File: src/rtl/ldc_pkg.sv
package ldc_pkg;

    typedef enum logic [1:0] {
        ST_IDLE   = 2'd0,
        ST_MANUAL = 2'd1,
        ST_TIMED  = 2'd2
    } ldc_state_e;

    localparam int LNK_W  = 8;
    localparam int PAY_W  = 4;
    localparam int CODE_W = 8;
    localparam int US_W   = 32;

    localparam logic [7:0] ADDR_CTRL = 8'h10;
    localparam logic [7:0] ADDR_LO   = 8'h14;
    localparam logic [7:0] ADDR_HI   = 8'h18;

    localparam logic [CODE_W-1:0] RPT_PAY_BASE = 8'h20;

    // Window length in microseconds; 0 means manual mode
    function automatic logic [US_W-1:0] dur_to_us(input logic [CODE_W-1:0] code);
        case (code)
            8'h01:   dur_to_us = 32'd1000;
            8'h02:   dur_to_us = 32'd10000;
            8'h03:   dur_to_us = 32'd100000;
            8'h04:   dur_to_us = 32'd1000000;
            8'h05:   dur_to_us = 32'd2000000;
            8'h06:   dur_to_us = 32'd4000000;
            8'hFF:   dur_to_us = 32'd4;
            default: dur_to_us = 32'd0;
        endcase
    endfunction

endpackage

File: src/rtl/ldc_event_sel.sv
module ldc_event_sel
    import ldc_pkg::*;
(
    input  logic [CODE_W-1:0] code,
    input  logic [LNK_W-1:0]  link_state,
    input  logic [PAY_W-1:0]  pay_stb,
    output logic              hit
);

    localparam logic [CODE_W-1:0] PAY_LAST = RPT_PAY_BASE + CODE_W'(PAY_W - 1);

    always_comb begin
        hit = 1'b0;
        if (code == 8'h00) begin
            hit = 1'b1;
        end else if (code <= 8'h07) begin
            hit = link_state[3'(code - 8'd1)];
        end else if (code == 8'h08) begin
            hit = link_state[0] & link_state[1];
        end else if (code == 8'h09) begin
            hit = link_state[7];
        end else if (code >= RPT_PAY_BASE && code <= PAY_LAST) begin
            hit = pay_stb[2'(code - RPT_PAY_BASE)];
        end
    end

endmodule

File: src/rtl/ldc_window_timer.sv
module ldc_window_timer
    import ldc_pkg::*;
#(
    parameter int CYC_PER_US = 100
) (
    input  logic            clk,
    input  logic            rst_n,
    input  logic            restart,
    input  logic            run,
    input  logic [US_W-1:0] lim_us,
    output logic            expire
);

    localparam int PRE_W = (CYC_PER_US > 1) ? $clog2(CYC_PER_US) : 1;
    localparam logic [PRE_W-1:0] PRE_LAST = PRE_W'(CYC_PER_US - 1);

    logic [PRE_W-1:0] pre_q;
    logic [US_W-1:0]  us_q;
    logic             tick;

    assign tick   = (pre_q == PRE_LAST);
    assign expire = run && tick && (us_q == lim_us - 32'd1);

    always_ff @(posedge clk or negedge rst_n) begin
        if (!rst_n) begin
            pre_q <= '0;
            us_q  <= '0;
        end else if (restart) begin
            pre_q <= '0;
            us_q  <= '0;
        end else if (run) begin
            if (tick) begin
                pre_q <= '0;
                us_q  <= us_q + 32'd1;
            end else begin
                pre_q <= pre_q + PRE_W'(1);
            end
        end
    end

    AST_PRE_BOUND: assert property (@(posedge clk) disable iff (!rst_n)
        pre_q <= PRE_LAST);

    AST_US_BELOW_LIMIT: assert property (@(posedge clk) disable iff (!rst_n)
        (run && !restart && lim_us != 0) |-> (us_q < lim_us));

endmodule

File: src/rtl/link_dwell_counter.sv
module link_dwell_counter
    import ldc_pkg::*;
#(
    parameter int CYC_PER_US = 100,
    parameter int REG_W      = 32
) (
    input  logic             clk,
    input  logic             rst_n,
    input  logic             reg_wr,
    input  logic [7:0]       reg_addr,
    input  logic [REG_W-1:0] reg_wdata,
    output logic [REG_W-1:0] reg_rdata,
    input  logic [LNK_W-1:0] link_state,
    input  logic [PAY_W-1:0] pay_stb
);

    localparam int ACC_W = 2 * REG_W;

    ldc_state_e        st_q, st_d;
    logic [CODE_W-1:0] rpt_q, dur_q;
    logic              start_q;
    logic [US_W-1:0]   lim_q;
    logic [ACC_W-1:0]  acc_q;

    logic ctrl_wr, go, halt, hit, tmr_expire;
    logic count_en, timer_run;
    logic [US_W-1:0] new_lim;

    assign ctrl_wr = reg_wr && (reg_addr == ADDR_CTRL);
    assign go      = ctrl_wr && reg_wdata[0] && !start_q;
    assign halt    = ctrl_wr && !reg_wdata[0];
    assign new_lim = dur_to_us(reg_wdata[15:8]);

    ldc_event_sel u_sel (
        .code       (rpt_q),
        .link_state (link_state),
        .pay_stb    (pay_stb),
        .hit        (hit)
    );

    ldc_window_timer #(.CYC_PER_US(CYC_PER_US)) u_tmr (
        .clk     (clk),
        .rst_n   (rst_n),
        .restart (go),
        .run     (timer_run),
        .lim_us  (lim_q),
        .expire  (tmr_expire)
    );

    // Next-state logic
    always_comb begin
        st_d = st_q;
        unique case (st_q)
            ST_IDLE:   if (go) st_d = (new_lim == '0) ? ST_MANUAL : ST_TIMED;
            ST_MANUAL: if (halt) st_d = ST_IDLE;
            ST_TIMED:  if (halt || tmr_expire) st_d = ST_IDLE;
            default:   st_d = ST_IDLE;
        endcase
    end

    // State register
    always_ff @(posedge clk or negedge rst_n) begin
        if (!rst_n) st_q <= ST_IDLE;
        else        st_q <= st_d;
    end

    // Outputs of the state machine
    always_comb begin
        count_en  = 1'b0;
        timer_run = 1'b0;
        unique case (st_q)
            ST_IDLE:   ;
            ST_MANUAL: count_en = 1'b1;
            ST_TIMED: begin
                count_en  = 1'b1;
                timer_run = 1'b1;
            end
            default:   ;
        endcase
    end

    // Control fields
    always_ff @(posedge clk or negedge rst_n) begin
        if (!rst_n) begin
            rpt_q   <= '0;
            dur_q   <= '0;
            start_q <= 1'b0;
            lim_q   <= '0;
        end else begin
            if (ctrl_wr) begin
                rpt_q   <= reg_wdata[31:24];
                dur_q   <= reg_wdata[15:8];
                start_q <= tmr_expire ? 1'b0 : reg_wdata[0];
            end else if (tmr_expire) begin
                start_q <= 1'b0;
            end
            if (go) lim_q <= new_lim;
        end
    end

    // Accumulator
    always_ff @(posedge clk or negedge rst_n) begin
        if (!rst_n)                acc_q <= '0;
        else if (go)               acc_q <= '0;
        else if (count_en && hit)  acc_q <= acc_q + ACC_W'(1);
    end

    // Register read
    always_comb begin
        case (reg_addr)
            ADDR_CTRL: reg_rdata = {rpt_q, 8'h00, dur_q, 7'h00, start_q};
            ADDR_LO:   reg_rdata = acc_q[REG_W-1:0];
            ADDR_HI:   reg_rdata = acc_q[ACC_W-1:REG_W];
            default:   reg_rdata = '0;
        endcase
    end

    AST_GO_CLEARS: assert property (@(posedge clk) disable iff (!rst_n)
        go |=> (acc_q == '0));

    AST_IDLE_FROZEN: assert property (@(posedge clk) disable iff (!rst_n)
        (st_q == ST_IDLE && !go) |=> $stable(acc_q));

    AST_RUN_HAS_START: assert property (@(posedge clk) disable iff (!rst_n)
        (st_q != ST_IDLE) |-> start_q);

    AST_END_DROPS_START: assert property (@(posedge clk) disable iff (!rst_n)
        (st_q == ST_TIMED && tmr_expire) |=> (!start_q && st_q == ST_IDLE));

    AST_ACC_STEP: assert property (@(posedge clk) disable iff (!rst_n)
        (st_q != ST_IDLE && !go) |=>
            (acc_q == $past(acc_q) || acc_q == $past(acc_q) + ACC_W'(1)));

endmodule

File: config.mk
export PLATFORM = sky130hd
export DESIGN_NAME = link_dwell_counter
export DESIGN_NICKNAME = d
export VERILOG_FILES = /design/src/rtl/ldc_pkg.sv /design/src/rtl/ldc_event_sel.sv /design/src/rtl/ldc_window_timer.sv /design/src/rtl/link_dwell_counter.sv
export SDC_FILE = /design/constraint.sdc
export NUM_CORES = 1
export LEC_CHECK = 0
export ABC_AREA = 1
export BUFFER_PORTS_ARGS = -buffer_cell sky130_fd_sc_hd__buf_4
export CAP_MARGIN = 0
export CORE_ASPECT_RATIO = 1.2
export CORE_MARGIN = 8
export CORE_UTILIZATION = 45
export DETAILED_ROUTE_END_ITERATION = 8
export GPL_TIMING_DRIVEN = 0
export PLACE_DENSITY_LB_ADDON = 0.08
export SYNTH_ARGS = -nofsm -noshare
export SYNTH_HDL_FRONTEND = slang
export SYNTH_SLANG_ARGS = --single-unit
File: constraint.sdc
create_clock -name clk -period 2.51 [get_ports clk]
set_input_delay 0.502 -clock clk [delete_from_list [all_inputs] [get_ports clk]]
set_output_delay 0.502 -clock clk [all_outputs]
set_load 0.05 [all_outputs]
==> flow_summary.toml <==
[routing]
drt_iter0_drc = 625
firstDrtPassIters = 5
routedWlPerCell_um = 21.00
drc_errors = 0
vias_per_cell = 5.646
drt_wl_total_mm = 37.84
via_count = 10174
postRouteAntennaNets = 0

[timing]
fmax_mhz = 404.9
max-slew-margin-rel_pct = 20.16
tightestPinTransition_ps = 1198
period_minus_slack_ps = 2470
skew_ps = 15.00
final_max_slew_viol_count = 0
fin_crit_sh_pct = 98.40
finalSetupTns_ps = 0
final_hold_viol_count = 0
rsz0062_at_grt = "true"
worst_slack_ps = 40.22
setup-violations-final = 0

[cells_and_area]
final_area_um2 = 12120
mostFrequentLayoutCell = "nand2_1"
nNetsFinal = 1580
n_antenna_cell = 0
fill_cells = 2131
mostFrequentLayoutCells = "nand2_1 (310), inv_1 (189), nor2_1 (145)"
syn_to_final_growth_pct = 25.06
drive_gt1_share_pct = 18.19

[flow_run]
maxCapViolations = 0

[yosys]
synth_top_area_share_pct = 35.64
syn_area_um2 = 9691
seq_area_frac_synth_pct = 35.64
syn_nets = 1468
ys_warn_count = 0
synth_edf_count = 0
synth_ff_type = "dfrtp_1"
synthCells = 1404
ys_types = 48
ys_ff_latch = 138
async_reset_ff_share_pct = 100.0
yosys.area.top_type = "dfrtp_1"
avgSynthCellArea_um2 = 6.902
synth_area_leaders = "dfrtp_1 (36%), nand2_1 (12%), inv_1 (7.7%), nor2_1 (5.9%), o21ai_0 (5.5%)"

[global_route]
grt_pass1_vias = 10007
grt_pass1_wl_mm = 57.44
antenna_found_initial = 0
grt_max_degree = 75
grt_overflow = 0
grtUsageTotal_pct = 28.82

[hold_path]
min_path_type = "input port to async pin"

[cts]
insertion_delay_ps = 440
numClockSinks = 138
htree_levels = 4
cts_tree = "built"
path_clk_slew_ps = 60
postCtsHoldBufs = 0
cts_buffer_depth = 2
root_buffer = "clkbuf_16"
cts_made_buffers = 17

[setup_path]
worstSetupStartpointType = "input port"
path_class = "input port to output pin"
crit_required_ps = 2010
worstPathArrival_ps = 1970
critPathMaxFanout = 8
cp-startpoint = "reg_addr[5]"
rr_startpoint = "rpt_q[0]$_DFFE_PN0P_"
endpoint_kind = "output pin"

[floorplanning]
core_area_um2 = 21410
pin_count = 87
dieHeight_um = 176.8
die_x_um = 150.0
initial_core_util_pct = 45.27
rows = 59
dieArea_um2 = 26510

[power]
leakage_nw = 5.757
peakVddDrop_mv = 0.4658
power.density_nw_per_um2 = 511.4

[placement]
portBuffers = 71
place_area_um2 = 10880
gp_congestion = 0.9976
post-place-ws_ps = -582.8
hpwl_mm = 29.64

[run_status]
status = "complete, no violations"
Yosys cell counts (all sizes together), types with 20 or more instances:
master and instances:
dfrtp 138, inv 212, nand2 319, nor4 28, xor2 53, nor2 172
clkbuf 20, o21ai 114, nor3 71, nand4 41, nand3 96, a21oi 36
final timing paths:
| path | endpoint | slack [ps] | cells past startpoint |
|---|---|---|---|
| worst min-delay path | lim_q[17]$_DFFE_PN0P_ | 50 | 1 |
| worst max register to register | acc_q[14]$_DFFE_PN0P_ | 100 | 12 |
| max in group asynchronous | u_tmr.us_q[10]$_DFFE_PN0P_ | 1610 | 2 |
| worst min register to register | dur_q[4]$_DFFE_PN0P_ | 490 | 2 |
| min in group clk | rpt_q[3]$_DFFE_PN0P_ | 260 | 3 |
| worst max-delay path | reg_rdata[29] | 40 | 8 |
stage by stage:
stage | util [%] | power [W] | hold WS, ps | instances
finish | 56.61 | 0.006197 | 51.54 | 1802
global route | 56.61 | 0.006426 | 115.1 | 1802
CTS | 55.12 | 0.006162 | 91.45 | 1788
detailed placement | 50.83 | 0.003387 | 478.4 | 1750
global placement | 50.68 | 0.003377 | 469.8 | 1749
floorplan | - | 0.003037 | 206.4 | 1404
logic make-up after synthesis:
logic type / Yosys count / share of synthesized area, %
AOI/OAI and AO/OA: 207 / 12.25
buffers and inverters: 248 / 9.864
DFF: 138 / 35.64
xor gates and xnor gates: 64 / 5.784
adders and majority gates: 9 / 1.162
and+or+nand+nor: 738 / 35.30
flip-flops by register name (all words and copies together) (netlist names):
name / flops
dur_q: 8
acc_q: 64
start_q: 1
rpt_q: 8
lim_q: 16
u_tmr.us_q: 32
st_q: 2
u_tmr.pre_q: 7
power by group:
group / leakage (nW) / internal, W / switching (W)
logic: 3.93 / 0.000310 / 0.000680
clock network: 0.305 / 0.00170 / 0.00108
registers: 1.52 / 0.00232 / 0.0000996
total: 5.76 / 0.00433 / 0.00186
what timing repair did:
item                                    in CTS  in global routing
endpoints found under the setup margin      95                 98
resized for setup                           57                 62
gates cloned                                 1                  1
hold endpoints to repair                     0                  0
pin swaps                                    4                 10
buffers inserted                             6                 13
metal layers:
metal | global-route usage [%] | wire (µm)
met5 | 0 | 0
met4 | 18.06 | 2627
met3 | 4.375 | 1683
met2 | 51.32 | 19270
met1 | 31.47 | 14260
worst max-delay path: stages:
cell and delay [ps]:
buf_6 90, nor4_4 290, inv_2 100, nor2_4 180
buf_8 140, clkinvlp_4 210, o221ai_2 250, buf_6 190
final cells by class:
cell class	instances	area (µm²)	area share, %
plain buffers	34	254.0	2.096
flip-flops and latches	138	3460	28.55
multi-input cells	1018	5811	47.95
repair buffers	93	803.3	6.628
clock inverters	12	188.9	1.559
inverters	214	817.0	6.742
well taps	274	342.8	2.829
clock buffers	19	442.9	3.655
No activity file was read; power rests on OpenSTA's default activity.
